===== src/rtl/ow_pkg.sv =====
package ow_pkg;
  typedef enum logic [1:0] {
    OW_RESET = 2'b00,
    OW_WR0   = 2'b01,
    OW_WR1   = 2'b10,
    OW_READ  = 2'b11
  } ow_cmd_e;

  typedef enum logic [2:0] {
    S_IDLE,
    S_LOW,
    S_WREC,
    S_RPOLL,
    S_RHOLD,
    S_RST_LOW,
    S_RST_PRES,
    S_RST_TAIL
  } ow_state_e;
endpackage


===== src/rtl/ow_us_tick.sv =====
module ow_us_tick #(
  parameter int CLK_PER_US = 100
) (
  input  logic clk_i,
  input  logic rst_ni,
  input  logic clr_i,
  output logic tick_o
);
  localparam int PW = (CLK_PER_US > 1) ? $clog2(CLK_PER_US) : 1;
  localparam logic [PW-1:0] LAST = PW'(CLK_PER_US - 1);

  logic [PW-1:0] pre_q;

  assign tick_o = (pre_q == LAST);

  always_ff @(posedge clk_i or negedge rst_ni) begin
    if (!rst_ni)      pre_q <= '0;
    else if (clr_i)   pre_q <= '0;
    else if (tick_o)  pre_q <= '0;
    else              pre_q <= pre_q + 1'b1;
  end

  generate
    if (CLK_PER_US > 1) begin : g_gap
      p_tick_gap_r1: assert property (@(posedge clk_i) disable iff (!rst_ni)
        tick_o |=> !tick_o);
    end
  endgenerate
endmodule


===== src/rtl/ow_sync.sv =====
module ow_sync #(
  parameter int STAGES = 2
) (
  input  logic clk_i,
  input  logic rst_ni,
  input  logic d_i,
  output logic q_o
);
  logic [STAGES-1:0] chain_q;

  always_ff @(posedge clk_i or negedge rst_ni) begin
    if (!rst_ni) chain_q <= '1;
    else         chain_q <= {chain_q[STAGES-2:0], d_i};
  end

  assign q_o = chain_q[STAGES-1];
endmodule


===== src/rtl/ow_slot_fsm.sv =====
module ow_slot_fsm
  import ow_pkg::*;
#(
  parameter int US_W = 12
) (
  input  logic            clk_i,
  input  logic            rst_ni,
  input  logic            tick_i,
  input  logic            line_s_i,
  input  logic            cmd_valid_i,
  input  logic [1:0]      cmd_i,
  input  logic [US_W-1:0] t_low1_i,
  input  logic [US_W-1:0] t_low0_i,
  input  logic [US_W-1:0] t_low_rd_i,
  input  logic [US_W-1:0] t_slot_i,
  input  logic [US_W-1:0] t_rec_i,
  input  logic [US_W-1:0] t_rdv_i,
  input  logic [US_W-1:0] t_rstl_i,
  input  logic [US_W-1:0] t_rsth_i,
  input  logic [US_W-1:0] t_pdh_i,
  input  logic [US_W-1:0] t_pdl_i,
  output logic            accept_o,
  output logic            line_oe_o,
  output logic            busy_o,
  output logic            done_o,
  output logic            rd_bit_o,
  output logic            presence_o,
  output logic            wire_err_o
);
  localparam int EW = US_W + 2;

  ow_state_e    state_q;
  ow_cmd_e      cmd_q;
  ow_cmd_e      cmd_in;
  logic [EW-1:0] el_q, el_nxt;
  logic [EW-1:0] low_lim, slot_end, rdv_lim, poll_end, pres_at, rstl_lim, rsth_lim;

  assign cmd_in   = ow_cmd_e'(cmd_i);
  assign busy_o   = (state_q != S_IDLE);
  assign accept_o = !busy_o && cmd_valid_i;
  assign el_nxt   = el_q + EW'(tick_i);

  always_comb begin
    unique case (cmd_q)
      OW_WR1:  low_lim = EW'(t_low1_i);
      OW_WR0:  low_lim = EW'(t_low0_i);
      default: low_lim = EW'(t_low_rd_i);
    endcase
  end

  assign slot_end = EW'(t_slot_i) + EW'(t_rec_i);
  assign rdv_lim  = EW'(t_rdv_i);
  assign poll_end = EW'(t_rdv_i) + EW'(2);
  assign pres_at  = EW'(t_pdh_i) + EW'(t_pdl_i / 2);
  assign rstl_lim = EW'(t_rstl_i);
  assign rsth_lim = EW'(t_rsth_i);

  always_ff @(posedge clk_i or negedge rst_ni) begin
    if (!rst_ni) begin
      state_q    <= S_IDLE;
      cmd_q      <= OW_RESET;
      el_q       <= '0;
      line_oe_o  <= 1'b0;
      done_o     <= 1'b0;
      rd_bit_o   <= 1'b0;
      presence_o <= 1'b0;
      wire_err_o <= 1'b0;
    end else begin
      done_o <= 1'b0;
      unique case (state_q)
        S_IDLE: begin
          if (cmd_valid_i) begin
            cmd_q      <= cmd_in;
            el_q       <= '0;
            rd_bit_o   <= 1'b0;
            presence_o <= 1'b0;
            wire_err_o <= 1'b0;
            if (cmd_in == OW_RESET && !line_s_i) begin
              // stuck-low bus: abort without driving
              wire_err_o <= 1'b1;
              done_o     <= 1'b1;
            end else begin
              line_oe_o <= 1'b1;
              state_q   <= (cmd_in == OW_RESET) ? S_RST_LOW : S_LOW;
            end
          end
        end
        S_LOW: begin
          el_q <= el_nxt;
          if (el_nxt >= low_lim) begin
            line_oe_o <= 1'b0;
            state_q   <= (cmd_q == OW_READ) ? S_RPOLL : S_WREC;
          end
        end
        S_WREC: begin
          el_q <= el_nxt;
          if (el_nxt >= slot_end) begin
            done_o  <= 1'b1;
            state_q <= S_IDLE;
          end
        end
        S_RPOLL: begin
          el_q <= el_nxt;
          if (line_s_i) begin
            rd_bit_o <= (el_q < rdv_lim);
            state_q  <= S_RHOLD;
          end else if (el_nxt >= poll_end) begin
            rd_bit_o <= 1'b0;
            state_q  <= S_RHOLD;
          end
        end
        S_RHOLD: begin
          el_q <= el_nxt;
          if (el_nxt >= slot_end) begin
            done_o  <= 1'b1;
            state_q <= S_IDLE;
          end
        end
        S_RST_LOW: begin
          el_q <= el_nxt;
          if (el_nxt >= rstl_lim) begin
            line_oe_o <= 1'b0;
            el_q      <= '0;
            state_q   <= S_RST_PRES;
          end
        end
        S_RST_PRES: begin
          el_q <= el_nxt;
          if (el_nxt >= pres_at) begin
            presence_o <= !line_s_i;
            state_q    <= S_RST_TAIL;
          end
        end
        S_RST_TAIL: begin
          el_q <= el_nxt;
          if (el_nxt >= rsth_lim) begin
            wire_err_o <= !line_s_i;
            done_o     <= 1'b1;
            state_q    <= S_IDLE;
          end
        end
        default: state_q <= S_IDLE;
      endcase
    end
  end

  p_drive_busy_r10: assert property (@(posedge clk_i) disable iff (!rst_ni)
    !busy_o |-> !line_oe_o);

  p_done_pulse_r9: assert property (@(posedge clk_i) disable iff (!rst_ni)
    done_o |=> !done_o);

  p_flags_hold_r9: assert property (@(posedge clk_i) disable iff (!rst_ni)
    (!busy_o && !$past(busy_o) && !$past(accept_o))
      |-> $stable({rd_bit_o, presence_o, wire_err_o}));

  p_stuck_nodrive_r6: assert property (@(posedge clk_i) disable iff (!rst_ni)
    (accept_o && cmd_i == 2'b00 && !line_s_i) |=> (!line_oe_o && done_o && wire_err_o));

  p_ignore_busy_r9: assert property (@(posedge clk_i) disable iff (!rst_ni)
    (busy_o && cmd_valid_i) |=> $stable(cmd_q));
endmodule


===== src/rtl/ow_slot_engine.sv =====
module ow_slot_engine #(
  parameter int CLK_PER_US = 100,
  parameter int US_W       = 12,
  parameter int SYNC_STAGES = 2
) (
  input  logic            clk_i,
  input  logic            rst_ni,
  input  logic            cmd_valid_i,
  input  logic [1:0]      cmd_i,
  input  logic [US_W-1:0] t_low1_i,
  input  logic [US_W-1:0] t_low0_i,
  input  logic [US_W-1:0] t_low_rd_i,
  input  logic [US_W-1:0] t_slot_i,
  input  logic [US_W-1:0] t_rec_i,
  input  logic [US_W-1:0] t_rdv_i,
  input  logic [US_W-1:0] t_rstl_i,
  input  logic [US_W-1:0] t_rsth_i,
  input  logic [US_W-1:0] t_pdh_i,
  input  logic [US_W-1:0] t_pdl_i,
  input  logic            line_i,
  output logic            line_oe_o,
  output logic            busy_o,
  output logic            done_o,
  output logic            rd_bit_o,
  output logic            presence_o,
  output logic            wire_err_o
);
  logic tick;
  logic line_s;
  logic accept;

  ow_us_tick #(.CLK_PER_US(CLK_PER_US)) u_tick (
    .clk_i (clk_i),
    .rst_ni(rst_ni),
    .clr_i (accept),
    .tick_o(tick)
  );

  ow_sync #(.STAGES(SYNC_STAGES)) u_sync (
    .clk_i (clk_i),
    .rst_ni(rst_ni),
    .d_i   (line_i),
    .q_o   (line_s)
  );

  ow_slot_fsm #(.US_W(US_W)) u_fsm (
    .clk_i      (clk_i),
    .rst_ni     (rst_ni),
    .tick_i     (tick),
    .line_s_i   (line_s),
    .cmd_valid_i(cmd_valid_i),
    .cmd_i      (cmd_i),
    .t_low1_i   (t_low1_i),
    .t_low0_i   (t_low0_i),
    .t_low_rd_i (t_low_rd_i),
    .t_slot_i   (t_slot_i),
    .t_rec_i    (t_rec_i),
    .t_rdv_i    (t_rdv_i),
    .t_rstl_i   (t_rstl_i),
    .t_rsth_i   (t_rsth_i),
    .t_pdh_i    (t_pdh_i),
    .t_pdl_i    (t_pdl_i),
    .accept_o   (accept),
    .line_oe_o  (line_oe_o),
    .busy_o     (busy_o),
    .done_o     (done_o),
    .rd_bit_o   (rd_bit_o),
    .presence_o (presence_o),
    .wire_err_o (wire_err_o)
  );
endmodule


===== config.mk =====
export PLATFORM = sky130hd
export DESIGN_NAME = ow_slot_engine
export DESIGN_NICKNAME = d
export VERILOG_FILES = /design/src/rtl/ow_pkg.sv /design/src/rtl/ow_us_tick.sv /design/src/rtl/ow_sync.sv /design/src/rtl/ow_slot_fsm.sv /design/src/rtl/ow_slot_engine.sv
export SDC_FILE = /design/constraint.sdc
export NUM_CORES = 1
export LEC_CHECK = 0
export CAP_MARGIN = 10
export CORE_ASPECT_RATIO = 0.8
export CORE_MARGIN = 1
export CORE_UTILIZATION = 45
export CTS_CLUSTER_SIZE = 12
export DETAILED_ROUTE_END_ITERATION = 7
export DONT_BUFFER_PORTS = 1
export GPL_ROUTABILITY_DRIVEN = 0
export GPL_TIMING_DRIVEN = 0
export PLACE_DENSITY = 0.66
export SETUP_SLACK_MARGIN = 0.4
export SLEW_MARGIN = 30
export SYNTH_ARGS = -nofsm -noshare
export SYNTH_HDL_FRONTEND = slang
export SYNTH_SLANG_ARGS = --single-unit

===== constraint.sdc =====
create_clock -name clk_i -period 6.15 [get_ports clk_i]
set_input_delay 1.23 -clock clk_i [delete_from_list [all_inputs] [get_ports clk_i]]
set_output_delay 1.23 -clock clk_i [all_outputs]
set_load 0.02 [all_outputs]

# Word level (Yosys, flattened, before mapping)
# Index checks and enable logic that the tools add are counted.
# W data, S select, Z words.
dict set report classes {
  reduce_logical 19
  bitwise_logic 0
  n_eq_ne 19
  muxes 37
  add_sub_neg 5
  multipliers 0
  n_shift 0
  magnitude_cmp 7
  div 0
}
# operator n
set op_table {}
lappend op_table {{$ge A14 B12 Y1} 3}
lappend op_table {{$ge A14 B14 Y1} 3}
lappend op_table {{$pmux W14 S3} 1}
lappend op_table {{$mux W3} 10}
lappend op_table {{$mux W14} 2}
lappend op_table {{$pmux W12 S2} 1}
lappend op_table {{$pmux W3 S7} 1}
lappend op_table {{$mux W1} 15}
lappend op_table {{$add A14 B1 Y14} 1}
lappend op_table {{$lt A14 B12 Y1} 1}
lappend op_table {{$mux W7} 2}
lappend op_table {{$add A12 B11 Y13} 1}
lappend op_table {{$add A12 B12 Y13} 1}
lappend op_table {{$add A12 B2 Y13 const B} 1}
lappend op_table {{$eq A3 B3 Y1 const B} 4}
lappend op_table {{$ne A2 B1 Y1 const B} 5}
lappend op_table {{$reduce_and A3 Y1} 3}
lappend op_table {{$reduce_and A8 Y1} 1}
lappend op_table {{$add A7 B1 Y7 const B} 1}
lappend op_table {{$eq A7 B7 Y1 const B} 1}
lappend op_table {{$eq A3 B2 Y1 const B} 2}
lappend op_table {{$pmux W1 S2} 3}
lappend op_table {{$pmux W1 S3} 2}
lappend op_table {{$reduce_bool A2 Y1} 3}
lappend op_table {{14 further kinds} 19}
dict set report totals {
  mem_bits_rw 0
  latchBits 0
  elab_cells 97
  ff_bits 33
  romBits 0
  n_memories 0
  input_bits 126
}

# Depth between registers and ports, before layout
# Gate-level depths: netlist (run 1).
dict set report depth {
  depth_word 6
  mapped_depth 19
  mapped_depth_nobuf 19
}

# Cells and area by module
# Synthesis (run 1) repeated with hierarchy kept, for this count alone.
dict set report unflattened {
  hier_cells 642
  hier_area_um2 5173.7
}
# module seq_area_each_um2 n_inst area_each_um2 cells_per_inst
set modules_own_cells {}
lappend modules_own_cells {ow_slot_fsm 600.6 1 4803.4 610}
lappend modules_own_cells {ow_us_tick 175.2 1 317.8 30}
lappend modules_own_cells {ow_sync 52.6 1 52.6 2}

# Worst setup path after synthesis (run 1)
# OpenSTA, ideal clock, no wires.
dict set report synth_timing {
  path_kind {input port to flip-flop}
  startpoint {input t_pdh_i[0]}
  endpoint {register u_fsm.state_q[0]}
  stages 18
  required_ps 6030
  arrival_ps 4256
  setup_slack_ps 1774
  n_path_buf 0
  cell_sequence {ha_1 > inv_1 > fa_1 > nor2b_1 > o21ai_0 > a21boi_0 > o21a_1 > o21ai_0 > a21oi_1 > a211o_1 > o211ai_1 > ha_1 > and3_1 > a221oi_1 > o211ai_1 > or2_2 > and3_4 > o211a_1}
}
dict set report synth_between {
  elab_chain_len 4
}
# element line_no
set synth_rtl {}
lappend synth_rtl {{start, declared} ow_slot_engine.sv:18} ;# input logic [US_W-1:0] t_pdh_i,
lappend synth_rtl {{$add A12 B11 Y13} ow_slot_fsm.sv:54} ;# assign pres_at = EW'(t_pdh_i) + EW'(t_pdl_i / 2);
lappend synth_rtl {{$ge A14 B14 Y1} ow_slot_fsm.sv:129} ;# if (el_nxt >= pres_at) begin
lappend synth_rtl {{$ne A2 B1 Y1 (no line)} -}
lappend synth_rtl {{$reduce_and A8 Y1 (no line)} -}
lappend synth_rtl {{end signal, assigned} ow_slot_fsm.sv:84} ;# state_q <= (cmd_in == OW_RESET) ? S_RST_LOW : S_LOW;
lappend synth_rtl {{end signal, assigned} ow_slot_fsm.sv:92} ;# state_q <= (cmd_q == OW_READ) ? S_RPOLL : S_WREC;
lappend synth_rtl {{end, declared} ow_slot_fsm.sv:32} ;# ow_state_e state_q;
# Every way passes these cells.
# A chain may end at the register's enable or synchronous reset.

# Final worst setup path (run 1)
dict set report layout_timing {
  startpoint {register u_tick.pre_q[0]}
  endpoint {register u_fsm.state_q[0]}
}
dict set report layout_between {
  elab_chain_len 5
}
# element line_no
set layout_rtl {}
lappend layout_rtl {{start, declared} ow_us_tick.sv:12} ;# logic [PW-1:0] pre_q;
lappend layout_rtl {{start signal, assigned} ow_us_tick.sv:20} ;# else pre_q <= pre_q + 1'b1;
lappend layout_rtl {{$eq A7 B7 Y1 (*)} ow_us_tick.sv:14} ;# assign tick_o = (pre_q == LAST);
lappend layout_rtl {{$add A14 B1 Y14 (*)} ow_slot_fsm.sv:41} ;# assign el_nxt = el_q + EW'(tick_i);
lappend layout_rtl {{$ge A14 B14 Y1 (tied with other cells)} ow_slot_fsm.sv:107} ;# end else if (el_nxt >= poll_end) begin
lappend layout_rtl {{$ne A3 B2 Y1 (no line) or $ne A2 B1 Y1 (tied branches)} -}
lappend layout_rtl {{$reduce_and A8 Y1 (no line) (*)} -}
# Mark *: on every way between the ends. The rest lies on a longest branch, timed or not.

==> impl_table.tex, run 1 <==
\begin{tabular}{lr}
\hline
Metric & Value \\
\hline
\multicolumn{2}{l}{\textbf{Outcome}} \\
\quad Status & finished clean \\
\multicolumn{2}{l}{\textbf{Clock network}} \\
\quad Clock tree from TritonCTS & built \\
\quad Count of hold-fix buffers inserted at cts & 0 \\
\quad Cts repair resizes & 0 \\
\quad Number of setup buffers added after CTS & 0 \\
\quad Sink Count & 33 \\
\quad Post-CTS clock slew at the launch and capture registers of the worst setup and hold paths & 0.05 ns \\
\quad Root cell of the clock tree & sky130\_fd\_sc\_hd\_\_clkbuf\_16 \\
\quad Number of levels in the clock H-tree & 2 \\
\quad Skew-Pair Late Insertion Delay & 0.28 ns \\
\quad Maximum number of buffers from clock root to sink & 2 \\
\quad Inserted Clock Buffers & 5 \\
\multicolumn{2}{l}{\textbf{Hold path}} \\
\quad Worst hold path endpoint & u\_sync.chain\_q[1] \\
\quad Tightest Hold Check Type & flip-flop to flip-flop \\
\quad Hold depth & 0 \\
\quad Launch point of the worst hold path & u\_sync.chain\_q[0] \\
\multicolumn{2}{l}{\textbf{Timing}} \\
\quad Maximum clock skew at final layout & 0.00377 ns \\
\quad Endpoints failing hold & 0 \\
\quad Final critical-path required period & 5.10 ns \\
\quad Unrepaired setup endpoints after global routing & false \\
\quad Final-report max-slew violation count & 0 \\
\quad Worst max-slew margin expressed relative to the limit & 0.363 \\
\quad Fraction of the cycle the final worst path needs & 0.830 \\
\quad Fmax & 0.196 GHz \\
\quad Setup TNS & 0 ns \\
\quad Actual slew at the worst max-slew pin & 0.949 ns \\
\quad Final setup violating endpoints & 0 \\
\multicolumn{2}{l}{\textbf{Job}} \\
\quad Max-cap violation count & 0 \\
\multicolumn{2}{l}{\textbf{Global routing}} \\
\quad Leftover overflow at the end of global routing & 0 \\
\quad Largest net degree at the start of global routing & 34 \\
\quad Antenna violations before repair & 0 \\
\quad First-pass GRT wire length & 21,000 µm \\
\quad GR Util All Layers & 0.230 \\
\quad Number of global-route vias before repair & 4,484 \\
\multicolumn{2}{l}{\textbf{Critical path}} \\
\quad Cell repeated most along the worst path & sky130\_fd\_sc\_hd\_\_ha\_1 \\
\quad Launch instance of the worst register-to-register path & u\_tick.pre\_q[0] \\
\quad Kind of end point of the critical path & flip-flop \\
\quad CP Buf/Inv Count & 0 \\
\quad Type of element launching the critical path & flip-flop \\
\quad Delay contributed by the slowest stage of the critical path & 0.63 ns \\
\quad Highest-delay cell along the critical path & sky130\_fd\_sc\_hd\_\_nor4\_1 \\
\quad Critical Setup Path Class & flip-flop to flip-flop \\
\quad Worst-path fanout max & 5 \\
\quad Critical path data required time & 6.32 ns \\
\quad Worst reg2reg path depth & 15 \\
\quad Data arrival at the endpoint of the critical path & 5.27 ns \\
\quad Terminus of the critical flop-to-flop path & u\_fsm.state\_q[0] \\
\quad Sequence of cells on the critical path & ha\_1, nand2\_1, nor4\_1, ha\_1, ha\_1, nand4\_2, or4\_4, xnor2\_1, ha\_1, and3\_1, a221oi\_1, o211ai\_1, or2\_2, and3\_4, o211a\_1 \\
\quad Register-to-Register Setup Slack & 1.05 ns \\
\quad Top delay family on crit path & simple AND/OR/NAND/NOR gates \\
\multicolumn{2}{l}{\textbf{Die}} \\
\quad Die extent in y & 96.6 µm \\
\quad Starting Density & 0.462 \\
\quad Floorplan core area & 10,900 µm² \\
\quad Number of I/O pins & 132 \\
\quad \# rows & 34 \\
\quad Horizontal extent of the die & 120 µm \\
\quad Die footprint & 11,600 µm² \\
\multicolumn{2}{l}{\textbf{Route}} \\
\quad DR DRC count & 0 \\
\quad Final routed wirelength across all metal layers & 12,800 µm \\
\quad Vias after detailed routing & 4,523 \\
\quad Initial DRT Pass Iterations & 5 \\
\quad Number of vias per cell after detailed routing & 5.99 \\
\quad Routed wire length per instance & 16.9 µm \\
\quad Detail Route Antenna Nets & 0 \\
\quad Initial DRC Count & 248 \\
\multicolumn{2}{l}{\textbf{Yosys}} \\
\quad Avg Synthesized Cell Area & 8.34 µm² \\
\quad Number of distinct library cell variants in the gate-level netlist after synthesis & 60 \\
\quad Post-synth top flop & sky130\_fd\_sc\_hd\_\_dfrtp\_1 \\
\quad Syn Std Cell Area & 5030 µm² \\
\quad Most frequent cell after synthesis & sky130\_fd\_sc\_hd\_\_ha\_1 \\
\quad Ranking of synthesized cells by area & sky130\_fd\_sc\_hd\_\_ha\_1, sky130\_fd\_sc\_hd\_\_dfrtp\_1, sky130\_fd\_sc\_hd\_\_xnor2\_1 \\
\quad Synth async-reset ratio & 1.00 \\
\quad Number of flip-flops and latches in the synthesized netlist & 33 \\
\quad Fraction of synthesized cell area taken by the top area cell type & 0.289 \\
\quad Post-synth top cells & sky130\_fd\_sc\_hd\_\_ha\_1, sky130\_fd\_sc\_hd\_\_inv\_1, sky130\_fd\_sc\_hd\_\_a21oi\_1, sky130\_fd\_sc\_hd\_\_nand2\_1, sky130\_fd\_sc\_hd\_\_nor2\_1 \\
\quad Number of enable flip-flop cells after synthesis & 0 \\
\quad Syn. warnings & 0 \\
\quad Post-Synthesis Net Count & 847 \\
\quad Cells after synthesis & 603 \\
\quad Register area share after synthesis & 0.165 \\
\quad Cell taking the most area after synthesis & sky130\_fd\_sc\_hd\_\_ha\_1 \\
\multicolumn{2}{l}{\textbf{Cells and area}} \\
\quad Sequential cell area & 828 µm² \\
\quad Antenna cell count & 0 \\
\quad P\&R area growth vs syn & 7.76\% \\
\quad Total area of multi-input combinational cells & 4000 µm² \\
\quad Number of inserted filler cells in the final layout & 1,068 \\
\quad Ratio of cells with drive above 1 in the final layout & 0.0589 \\
\quad Post-route non-filler standard cell count & 755 \\
\quad Net count of the finished layout & 854 \\
\quad Final design utilization & 0.498 \\
\multicolumn{2}{l}{\textbf{Power and ir drop}} \\
\quad Peak supply drop & 0.124 mV \\
\quad Total power & 1510 µW \\
\quad Leak Pwr & 0.00276 µW \\
\quad Pwr per Cell Area & 279 nW/µm² \\
\multicolumn{2}{l}{\textbf{Placed design}} \\
\quad Total placed cells including tap cells & 747 \\
\quad Number of input and output port buffers inserted & 0 \\
\quad Dpl hpwl & 10,300 µm \\
\hline
\end{tabular}
## where the power goes
part | total, µW | leakage (µW) | internal [µW] | switching [µW]
Combinational | 870 | 0.00225 | 358 | 512
Sequential | 341 | 0.000430 | 276 | 65.3
Clock | 299 | 0.0000841 | 202 | 96.4
Total | 1510 | 0.00276 | 836 | 673
## state kept, by name, summed over array words and instances, names as in the netlist
register	cells
u_fsm.presence_o	1
u_fsm.cmd_q	2
u_fsm.line_oe_o	1
u_fsm.state_q	3
u_fsm.done_o	1
u_fsm.rd_bit_o	1
u_tick.pre_q	7
u_sync.chain_q	2
u_fsm.el_q	14
u_fsm.wire_err_o	1
## area by class of cell
class / count / share of cell area
inverters: 54 / 0.0374
flip-flops and latches: 33 / 0.153
clock inverters: 1 / 0.00554
plain buffers: 9 / 0.00716
clock buffers: 7 / 0.0263
well taps: 144 / 0.0332
multi-input cells: 507 / 0.737
## through the flow
step	setup slack [ns]	area (µm²)	hold slack, ns
floorplan	1.77	5030	0.345
global placement	1.18	5210	0.350
detailed placement	1.06	5210	0.357
CTS	1.03	5380	0.362
global route	0.723	5420	0.365
finish	1.05	5420	0.360
## routing by layer
layer	vias to the layer above	track usage	part of all wire
met5	-	0	0
met4	0	0.0708	0.021
met3	24	0.0487	0.082
met2	148	0.388	0.44
met1	2117	0.295	0.46
li1	2234	-	-
## cell usage in the layout (no fill, tap or decap), types with 7 or more instances in the layout
master and n:
sky130_fd_sc_hd__nor3_1 11, sky130_fd_sc_hd__nand2b_1 16, sky130_fd_sc_hd__nand3_1 20, sky130_fd_sc_hd__o211ai_1 7, sky130_fd_sc_hd__a21oi_1 48, sky130_fd_sc_hd__ha_1 116
sky130_fd_sc_hd__nor2_1 40, sky130_fd_sc_hd__dfrtp_1 31, sky130_fd_sc_hd__a22o_1 9, sky130_fd_sc_hd__clkbuf_1 8, sky130_fd_sc_hd__o21ai_0 27, sky130_fd_sc_hd__nand2_1 40
sky130_fd_sc_hd__a31oi_1 11, sky130_fd_sc_hd__a21o_1 15, sky130_fd_sc_hd__or2_2 8, sky130_fd_sc_hd__xor2_1 16, sky130_fd_sc_hd__xnor2_1 27, sky130_fd_sc_hd__a22oi_1 12
sky130_fd_sc_hd__inv_1 54
## worst max path at each step
stage / startpoint / end / slack, ns / cells past startpoint
global route: u_tick.pre_q[0] / u_fsm.el_q[12] / 0.72 / 18
detailed placement: u_tick.pre_q[0] / u_fsm.state_q[0] / 1.06 / 16
finish: u_tick.pre_q[0] / u_fsm.state_q[0] / 1.05 / 15
CTS: u_tick.pre_q[0] / u_fsm.state_q[0] / 1.03 / 17
floorplan: t_pdh_i[0] / u_fsm.state_q[0] / 1.77 / 18
global placement: u_tick.pre_q[0] / u_fsm.state_q[0] / 1.18 / 15
## cell families after synthesis
logic type / share of synthesized area
simple gates: 0.171
flops: 0.165
fa+ha+maj: 0.297
xor+xnor: 0.0836
buf+inv: 0.0480
compound gates: 0.232
mux: 0.00448
Note: power is estimated with default switching activity, not from simulation.
==> inputs of run 2 (changes only) <==
==> constraint.sdc (replaced) <==
create_clock -name clk_i -period 5 [get_ports clk_i]
set_input_delay 1 -clock clk_i [delete_from_list [all_inputs] [get_ports clk_i]]
set_output_delay 1 -clock clk_i [all_outputs]
set_load 0.02 [all_outputs]
==> run 2 against run 1 <==
Effect of this change:
- core utilization up 1.4 points
- clock-buffer cell count unchanged
- clock skew up 0.0012 ns
- clock power up 22%
- cell count up 0.40%
- design area up 2.8%
- total power up 25%
==> impl_table.tex, run 2 (synthesized netlist as in run 1, its figures left out) <==
\begin{tabular}{lr}
\hline
Metric & Value \\
\hline
\multicolumn{2}{l}{\textbf{Die}} \\
\quad Floorplan core area & 10,900 µm² \\
\quad Number of I/O pins & 132 \\
\quad Die footprint & 11,600 µm² \\
\quad Starting Density & 0.462 \\
\quad Horizontal extent of the die & 120 µm \\
\quad Die extent in y & 96.6 µm \\
\quad \# rows & 34 \\
\multicolumn{2}{l}{\textbf{Timing}} \\
\quad Worst max-slew margin expressed relative to the limit & 0.406 \\
\quad Endpoints failing hold & 0 \\
\quad Actual slew at the worst max-slew pin & 0.884 ns \\
\quad Fmax & 0.229 GHz \\
\quad Final setup violating endpoints & 0 \\
\quad Unrepaired setup endpoints after global routing & true \\
\quad Final critical-path required period & 4.38 ns \\
\quad Min Hold Slack & 0.360 ns \\
\quad Final-report max-slew violation count & 0 \\
\quad Maximum clock skew at final layout & 0.00492 ns \\
\quad Fraction of the cycle the final worst path needs & 0.875 \\
\multicolumn{2}{l}{\textbf{Route}} \\
\quad Detail Route Antenna Nets & 0 \\
\quad Final routed wirelength across all metal layers & 13,000 µm \\
\quad DR DRC count & 0 \\
\quad Initial DRT Pass Iterations & 4 \\
\quad Vias after detailed routing & 4,540 \\
\quad Initial DRC Count & 205 \\
\quad Number of vias per cell after detailed routing & 5.99 \\
\quad Routed wire length per instance & 17.2 µm \\
\multicolumn{2}{l}{\textbf{Clock network}} \\
\quad Inserted Clock Buffers & 5 \\
\quad Root cell of the clock tree & sky130\_fd\_sc\_hd\_\_clkbuf\_16 \\
\quad Clock tree from TritonCTS & built \\
\quad Number of levels in the clock H-tree & 2 \\
\quad Count of hold-fix buffers inserted at cts & 0 \\
\quad Sink Count & 33 \\
\quad Skew-Pair Late Insertion Delay & 0.28 ns \\
\quad Post-CTS clock slew at the launch and capture registers of the worst setup and hold paths & 0.05 ns \\
\quad Maximum number of buffers from clock root to sink & 2 \\
\multicolumn{2}{l}{\textbf{Critical path}} \\
\quad Register-to-Register Setup Slack & 0.63 ns \\
\quad Highest-delay cell along the critical path & sky130\_fd\_sc\_hd\_\_or2\_2 \\
\quad Sequence of cells on the critical path & ha\_1, inv\_1, fa\_1, nor2b\_1, o21ai\_0, a21boi\_0, o21a\_1, o21ai\_1, a21oi\_1, a21oi\_1, xor2\_1, ha\_1, and3\_1, a221oi\_1, o211ai\_1, or2\_2, and3\_4, o211a\_1 \\
\quad Type of element launching the critical path & input pin \\
\quad Kind of end point of the critical path & flip-flop \\
\quad Critical path endpoint & u\_fsm.state\_q[0] \\
\quad Worst-path fanout max & 4 \\
\quad Critical path data required time & 5.17 ns \\
\quad Worst reg2reg path depth & 15 \\
\quad Terminus of the critical flop-to-flop path & u\_fsm.state\_q[0] \\
\quad CP startpoint & t\_pdh\_i[0] \\
\quad Data arrival at the endpoint of the critical path & 4.55 ns \\
\quad Launch instance of the worst register-to-register path & u\_tick.pre\_q[0] \\
\quad Delay contributed by the slowest stage of the critical path & 0.41 ns \\
\quad Critical Setup Path Class & input pin to flip-flop \\
\multicolumn{2}{l}{\textbf{Global routing}} \\
\quad Antenna violations before repair & 0 \\
\quad GR Util All Layers & 0.231 \\
\quad Number of global-route vias before repair & 4,500 \\
\quad Largest net degree at the start of global routing & 34 \\
\quad Leftover overflow at the end of global routing & 0 \\
\quad First-pass GRT wire length & 21,100 µm \\
\multicolumn{2}{l}{\textbf{Cells and area}} \\
\quad Number of inserted filler cells in the final layout & 1,047 \\
\quad Flip-flop count of the largest register after layout & 14 \\
\quad Final design area excluding fillers & 5570 µm² \\
\quad Largest registers ranked by flip-flop count & u\_fsm.el\_q: 14 flops, u\_tick.pre\_q: 7 flops, u\_fsm.state\_q: 3 flops \\
\quad Reg with most FFs & u\_fsm.el\_q \\
\quad Most frequent standard cell in the layout excluding fill and tap cells & sky130\_fd\_sc\_hd\_\_ha\_1 \\
\quad Net count of the finished layout & 857 \\
\quad Antenna cell count & 0 \\
\quad Ratio of cells with drive above 1 in the final layout & 0.0814 \\
\quad P\&R area growth vs syn & 10.8\% \\
\quad Most frequent cells in the layout & sky130\_fd\_sc\_hd\_\_ha\_1, sky130\_fd\_sc\_hd\_\_inv\_1, sky130\_fd\_sc\_hd\_\_a21oi\_1 \\
\multicolumn{2}{l}{\textbf{Placed design}} \\
\quad Number of input and output port buffers inserted & 0 \\
\quad Dpl hpwl & 10,300 µm \\
\quad Post-placement cell area & 5210 µm² \\
\multicolumn{2}{l}{\textbf{Power and ir drop}} \\
\quad Peak supply drop & 0.156 mV \\
\quad Pwr per Cell Area & 340 nW/µm² \\
\quad Leak Pwr & 0.00280 µW \\
\multicolumn{2}{l}{\textbf{Job}} \\
\quad Max-cap violation count & 0 \\
\multicolumn{2}{l}{\textbf{Outcome}} \\
\quad Status & finished clean \\
\multicolumn{2}{l}{\textbf{Hold path}} \\
\quad Tightest Hold Check Type & flip-flop to flip-flop \\
\quad Hold depth & 0 \\
\hline
\end{tabular}
## run 2: cell types whose count changed in the layout (fill, tap and decap cells not counted), sizes merged
cell	change
buf	+3
## run 2: where the power goes
group | total (µW) | internal, µW | switching, µW
Sequential | 424 | 339 | 84.9
Clock | 366 | 249 | 118
Combinational | 1100 | 461 | 641
## run 2: repair_timing
item | 4_1_cts | 5_1_grt
endpoints found under the setup margin | 20 | 17
gates resized for setup | 8 | 15
cloned | 0 | 0
hold endpoints to repair | 0 | 0
setup buffers | 0 | 3
pin swaps | 0 | 3
## run 2: worst max-delay path, delay by kind of cell
family / cells / cell delay, ns
buffers and inverters: 1 / 0.06
adders and majority gates: 3 / 0.81
and+or+nand+nor: 4 / 0.92
AOI/OAI and AO/OA: 9 / 1.60
xor gates and xnor gates: 1 / 0.16
## run 2: worst min path at each step
| stage | start | endpoint | slack [ns] |
|---|---|---|---|
| 2_1_floorplan | u_sync.chain_q[0] | u_sync.chain_q[1] | 0.35 |
| 3_3_place_gp | u_sync.chain_q[0] | u_sync.chain_q[1] | 0.35 |
| 3_5_place_dp | u_sync.chain_q[0] | u_sync.chain_q[1] | 0.36 |
| 4_1_cts | u_sync.chain_q[0] | u_sync.chain_q[1] | 0.36 |
| 5_1_grt | u_sync.chain_q[0] | u_sync.chain_q[1] | 0.36 |
| 6_report | u_sync.chain_q[0] | u_sync.chain_q[1] | 0.36 |
## run 2: layer usage
layer,global-route usage,wire length [µm]
met1,0.297,5810
met2,0.390,5870
met3,0.0487,1130
met4,0.0708,221
met5,0,0
## run 2: area by class of cell
cell class / count / area, µm² / share of cell area
Buffer: 9 / 38.8 / 0.00696
Clock buffer: 7 / 143 / 0.0256
Clock inverter: 1 / 30.0 / 0.00539
Inverter: 54 / 203 / 0.0364
Multi-Input combinational cell: 507 / 4130 / 0.741
Sequential cell: 33 / 828 / 0.149
Tap cell: 144 / 180 / 0.0323
Timing Repair Buffer: 3 / 22.5 / 0.00404
## run 2: metrics by stage
| step | worst slack [ns] | total power, µW | TNS (ns) | cells | util |
|---|---|---|---|---|---|
| 5_1_grt | 0.377 | 2060 | 0 | 758 | 0.512 |
| 4_1_cts | 0.406 | 1860 | 0 | 755 | 0.500 |
| 6_report | 0.624 | 1890 | 0 | 758 | 0.512 |
| 2_1_floorplan | 0.854 | 1240 | 0 | 603 | - |
| 3_3_place_gp | 0.0302 | 1440 | 0 | 747 | 0.478 |
| 3_5_place_dp | -0.0908 | 1480 | -0.191 | 747 | 0.478 |
==> inputs of run 3 (changes only) <==
--- a/config.mk
+++ b/config.mk
@@ -5,16 +5,18 @@
 export SDC_FILE = /design/constraint.sdc
 export NUM_CORES = 1
 export LEC_CHECK = 0
+export ABC_AREA = 1
 export CAP_MARGIN = 10
+export CELL_PAD_IN_SITES_DETAIL_PLACEMENT = 1
+export CELL_PAD_IN_SITES_GLOBAL_PLACEMENT = 1
 export CORE_ASPECT_RATIO = 0.8
 export CORE_MARGIN = 1
-export CORE_UTILIZATION = 45
+export CORE_UTILIZATION = 36
 export CTS_CLUSTER_SIZE = 12
 export DETAILED_ROUTE_END_ITERATION = 7
-export DONT_BUFFER_PORTS = 1
 export GPL_ROUTABILITY_DRIVEN = 0
 export GPL_TIMING_DRIVEN = 0
-export PLACE_DENSITY = 0.66
+export PLACE_DENSITY = 0.89
 export SETUP_SLACK_MARGIN = 0.4
 export SLEW_MARGIN = 30
 export SYNTH_ARGS = -nofsm -noshare
==> run 3 against run 2 <==
Effect of this change:
- clock power shrank 19%
- design area up 25%
- register-to-register slack better by 0.16 ns
- core utilization down 2.1 points
- combinational power increased by 10%
- sequential power down 12%
- largest power group unchanged
- critical endpoint is now u_fsm.state_q[2]
- flip-flop and latch count stayed put
- synthesized cell count increased by 26%
- hold slack got worse by 0.00068 ns
==> impl_table.tex, run 3 <==
\begin{tabular}{lr}
\hline
Metric & Value \\
\hline
\multicolumn{2}{l}{\textbf{Timing}} \\
\quad Actual slew at the worst max-slew pin & 0.957 ns \\
\quad Setup TNS & 0 ns \\
\quad Final-report max-slew violation count & 0 \\
\quad Unrepaired setup endpoints after global routing & false \\
\quad Final setup violating endpoints & 0 \\
\quad Final critical-path required period & 4.32 ns \\
\quad Maximum clock skew at final layout & 0.00715 ns \\
\quad Worst max-slew margin expressed relative to the limit & 0.360 \\
\quad Fraction of the cycle the final worst path needs & 0.864 \\
\quad Endpoints failing hold & 0 \\
\quad Post-route worst setup slack & 0.681 ns \\
\quad Fmax & 0.232 GHz \\
\multicolumn{2}{l}{\textbf{Yosys}} \\
\quad Fraction of synthesized cell area taken by the top area cell type & 0.277 \\
\quad Most frequent cell after synthesis & sky130\_fd\_sc\_hd\_\_nand2\_1 \\
\quad Number of enable flip-flop cells after synthesis & 0 \\
\quad Post-Synthesis Net Count & 1,004 \\
\quad Syn Std Cell Area & 5240 µm² \\
\quad Syn. warnings & 0 \\
\quad Number of flip-flops and latches in the synthesized netlist & 33 \\
\quad Register area share after synthesis & 0.158 \\
\quad Synth async-reset ratio & 1.00 \\
\quad Cells after synthesis & 760 \\
\quad Ranking of synthesized cells by area & sky130\_fd\_sc\_hd\_\_ha\_1, sky130\_fd\_sc\_hd\_\_dfrtp\_1, sky130\_fd\_sc\_hd\_\_nand2\_1 \\
\quad Number of distinct library cell variants in the gate-level netlist after synthesis & 43 \\
\quad Post-synth top cells & sky130\_fd\_sc\_hd\_\_nand2\_1, sky130\_fd\_sc\_hd\_\_inv\_1, sky130\_fd\_sc\_hd\_\_ha\_1, sky130\_fd\_sc\_hd\_\_nor2\_1, sky130\_fd\_sc\_hd\_\_a21oi\_1 \\
\quad Avg Synthesized Cell Area & 6.89 µm² \\
\quad Post-synth top flop & sky130\_fd\_sc\_hd\_\_dfrtp\_1 \\
\quad Cell taking the most area after synthesis & sky130\_fd\_sc\_hd\_\_ha\_1 \\
\multicolumn{2}{l}{\textbf{Global routing}} \\
\quad Number of global-route vias before repair & 6,016 \\
\quad Leftover overflow at the end of global routing & 0 \\
\quad First-pass GRT wire length & 28,000 µm \\
\quad GR Util All Layers & 0.237 \\
\quad Largest net degree at the start of global routing & 20 \\
\quad Antenna violations before repair & 0 \\
\multicolumn{2}{l}{\textbf{Placed design}} \\
\quad Worst slack at placement & 0.257 ns \\
\quad Post-placement cell area & 6800 µm² \\
\quad Total placed cells including tap cells & 1,075 \\
\quad Number of input and output port buffers inserted & 130 \\
\quad Dpl hpwl & 14,400 µm \\
\multicolumn{2}{l}{\textbf{Critical path}} \\
\quad Top delay family on crit path & simple AND/OR/NAND/NOR gates \\
\quad Kind of end point of the critical path & flip-flop \\
\quad Cell repeated most along the worst path & sky130\_fd\_sc\_hd\_\_nand2\_1 \\
\quad CP Buf/Inv Count & 5 \\
\quad Type of element launching the critical path & input pin \\
\quad Number of logic stages on the critical path including buffering & 23 \\
\quad Delay contributed by the slowest stage of the critical path & 0.49 ns \\
\quad Sequence of cells on the critical path & clkdlybuf4s50\_1, ha\_1, inv\_1, fa\_1, o31ai\_4, inv\_1, o221ai\_1, nand3\_1, nand2\_1, nand2\_1, nand2\_1, nand2\_1, ha\_1, inv\_1, or2\_2, nand3b\_1, nor2\_1, nand3\_1, nand2\_1, inv\_1, nand2\_2, nand2\_1, nand2\_1 \\
\quad Data arrival at the endpoint of the critical path & 4.49 ns \\
\quad Worst-path fanout max & 4 \\
\quad Highest-delay cell along the critical path & sky130\_fd\_sc\_hd\_\_clkdlybuf4s50\_1 \\
\quad Critical Setup Path Class & input pin to flip-flop \\
\quad Critical path data required time & 5.17 ns \\
\quad Worst reg2reg path depth & 24 \\
\multicolumn{2}{l}{\textbf{Outcome}} \\
\quad Status & finished clean \\
\multicolumn{2}{l}{\textbf{Cells and area}} \\
\quad Reg with most FFs & u\_fsm.el\_q \\
\quad P\&R area growth vs syn & 33.3\% \\
\quad Final design area excluding fillers & 6990 µm² \\
\quad Largest registers ranked by flip-flop count & u\_fsm.el\_q: 14 flops, u\_tick.pre\_q: 7 flops, u\_fsm.state\_q: 3 flops \\
\quad Most frequent standard cell in the layout excluding fill and tap cells & sky130\_fd\_sc\_hd\_\_nand2\_1 \\
\quad Number of inserted filler cells in the final layout & 1,841 \\
\quad Flip-flop count of the largest register after layout & 14 \\
\quad Post-route non-filler standard cell count & 1,083 \\
\quad Final design utilization & 0.490 \\
\quad Ratio of cells with drive above 1 in the final layout & 0.0378 \\
\quad Net count of the finished layout & 1,142 \\
\quad Most frequent cells in the layout & sky130\_fd\_sc\_hd\_\_nand2\_1, sky130\_fd\_sc\_hd\_\_clkdlybuf4s50\_1, sky130\_fd\_sc\_hd\_\_inv\_1 \\
\quad Antenna cell count & 0 \\
\multicolumn{2}{l}{\textbf{Power and ir drop}} \\
\quad Leak Pwr & 0.00370 µW \\
\quad Internal portion of total power & 1010 µW \\
\quad Pwr per Cell Area & 270 nW/µm² \\
\quad Portion of total power attributed to combinational logic & 0.644 \\
\quad Sw Pwr & 873 µW \\
\quad Switching part of the total power & 0.464 \\
\quad Portion of total power attributed to sequential cells & 0.199 \\
\quad Part of the total power dissipated in the clock network & 0.157 \\
\quad Peak supply drop & 0.241 mV \\
\multicolumn{2}{l}{\textbf{Clock network}} \\
\quad Number of levels in the clock H-tree & 2 \\
\quad Clock tree from TritonCTS & built \\
\quad Sink Count & 33 \\
\quad Maximum number of buffers from clock root to sink & 2 \\
\quad Post-CTS clock slew at the launch and capture registers of the worst setup and hold paths & 0.06 ns \\
\quad Inserted Clock Buffers & 5 \\
\quad Count of hold-fix buffers inserted at cts & 0 \\
\quad Root cell of the clock tree & sky130\_fd\_sc\_hd\_\_clkbuf\_16 \\
\quad Skew-Pair Late Insertion Delay & 0.28 ns \\
\quad Number of setup buffers added after CTS & 0 \\
\multicolumn{2}{l}{\textbf{Route}} \\
\quad Initial DRC Count & 162 \\
\quad Detail Route Antenna Nets & 0 \\
\quad Initial DRT Pass Iterations & 4 \\
\quad Number of vias per cell after detailed routing & 5.23 \\
\quad Highest metal used & met4 \\
\quad Final routed wirelength across all metal layers & 17,000 µm \\
\quad Routed wire length per instance & 15.7 µm \\
\quad Met3 WL & 851 µm \\
\quad Detail Route met2 WL & 8050 µm \\
\quad Routed metal-1 wirelength & 7760 µm \\
\quad DR DRC count & 0 \\
\quad Vias after detailed routing & 5,663 \\
\multicolumn{2}{l}{\textbf{Hold path}} \\
\quad Hold depth & 0 \\
\quad Tightest Hold Check Type & flip-flop to flip-flop \\
\multicolumn{2}{l}{\textbf{Die}} \\
\quad Floorplan core area & 14,200 µm² \\
\quad \# rows & 39 \\
\quad Number of I/O pins & 132 \\
\quad Die extent in y & 110 µm \\
\quad Starting Density & 0.368 \\
\quad Die footprint & 15,000 µm² \\
\quad Horizontal extent of the die & 137 µm \\
\multicolumn{2}{l}{\textbf{Job}} \\
\quad Max-cap violation count & 0 \\
\hline
\end{tabular}
[run 3: path summary, 6_finish.rpt]
check                             startpoint           endpoint  slack [ns]
setup / recovery                  t_pdh_i[0]   u_fsm.state_q[2]        0.68
hold / removal             u_sync.chain_q[0]  u_sync.chain_q[1]        0.36
setup reg to reg             u_tick.pre_q[0]   u_fsm.state_q[2]        0.79
hold reg to reg            u_sync.chain_q[0]  u_sync.chain_q[1]        0.36
max in group asynchronous             rst_ni  u_sync.chain_q[1]        3.85
min in group asynchronous             rst_ni    u_tick.pre_q[5]        0.65
[run 3: cell type report]
class / count / area (µm²) / share of cell area
sequential: 33 / 828 / 0.119
multi-input combinational: 595 / 3960 / 0.567
inverter: 126 / 473 / 0.0677
clock buffer: 6 / 129 / 0.0184
timing repair buffer: 131 / 1320 / 0.189
clock inverter: 2 / 10.0 / 0.00143
buffer: 6 / 31.3 / 0.00448
tap: 184 / 230 / 0.0330
[run 3: power groups by stage]
stage | sequential [µW] | clock [µW] | combinational (µW)
after global placement | 375 | 0 | 1150
final | 375 | 297 | 1210
after detailed placement | 377 | 0 | 1200
after global routing | 385 | 310 | 1360
after floorplan | 383 | 0 | 786
after CTS | 372 | 297 | 1210
[run 3: per-layer routing]
metal / track usage / up-vias
met5: 0 / -
met4: 0.0636 / 0
met3: 0.0350 / 27
met2: 0.425 / 147
met1: 0.295 / 2681
li1: - / 2808
[run 3: worst reg2reg max path, stage by stage, from the launching register on]
cell and delay, ns:
sky130_fd_sc_hd__dfrtp_1 0.37, sky130_fd_sc_hd__ha_1 0.20, sky130_fd_sc_hd__nand2_1 0.10, sky130_fd_sc_hd__nor4_2 0.32, sky130_fd_sc_hd__ha_1 0.33, sky130_fd_sc_hd__ha_1 0.25, sky130_fd_sc_hd__nand2_1 0.09, sky130_fd_sc_hd__nor2_1 0.23
sky130_fd_sc_hd__nand2_1 0.11, sky130_fd_sc_hd__nand2_1 0.08, sky130_fd_sc_hd__inv_1 0.20, sky130_fd_sc_hd__ha_1 0.36, sky130_fd_sc_hd__nand2_1 0.07, sky130_fd_sc_hd__nor2_1 0.13, sky130_fd_sc_hd__o21ai_0 0.10, sky130_fd_sc_hd__nand3_1 0.09
sky130_fd_sc_hd__nor2_1 0.05, sky130_fd_sc_hd__o21ai_0 0.27, sky130_fd_sc_hd__nand2_1 0.14, sky130_fd_sc_hd__nand2_2 0.12, sky130_fd_sc_hd__nand2_1 0.11, sky130_fd_sc_hd__nor2_4 0.18, sky130_fd_sc_hd__nand2_2 0.10, sky130_fd_sc_hd__nand2_1 0.07
sky130_fd_sc_hd__nand2_1 0.05
[run 3: what timing repair did]
| action | CTS | global route |
|---|---|---|
| gates cloned | 0 | 0 |
| endpoints found under the setup margin | 3 | 5 |
| endpoints found under the hold margin | 0 | 0 |
| pin swaps | 0 | 0 |
| resized for setup | 1 | 5 |
[run 3: kinds of logic after synthesis]
group,synth area share
simple gates,0.255
compound gates,0.142
flops,0.158
fa+ha+maj,0.285
buf+inv,0.0962
xor+xnor,0.0635
[run 3: metrics by stage]
stage	hold WS [ns]	power (µW)
after global placement	0.347	1520
final	0.359	1880
after CTS	0.362	1880
after floorplan	0.345	1170
after global routing	0.367	2060
after detailed placement	0.354	1580
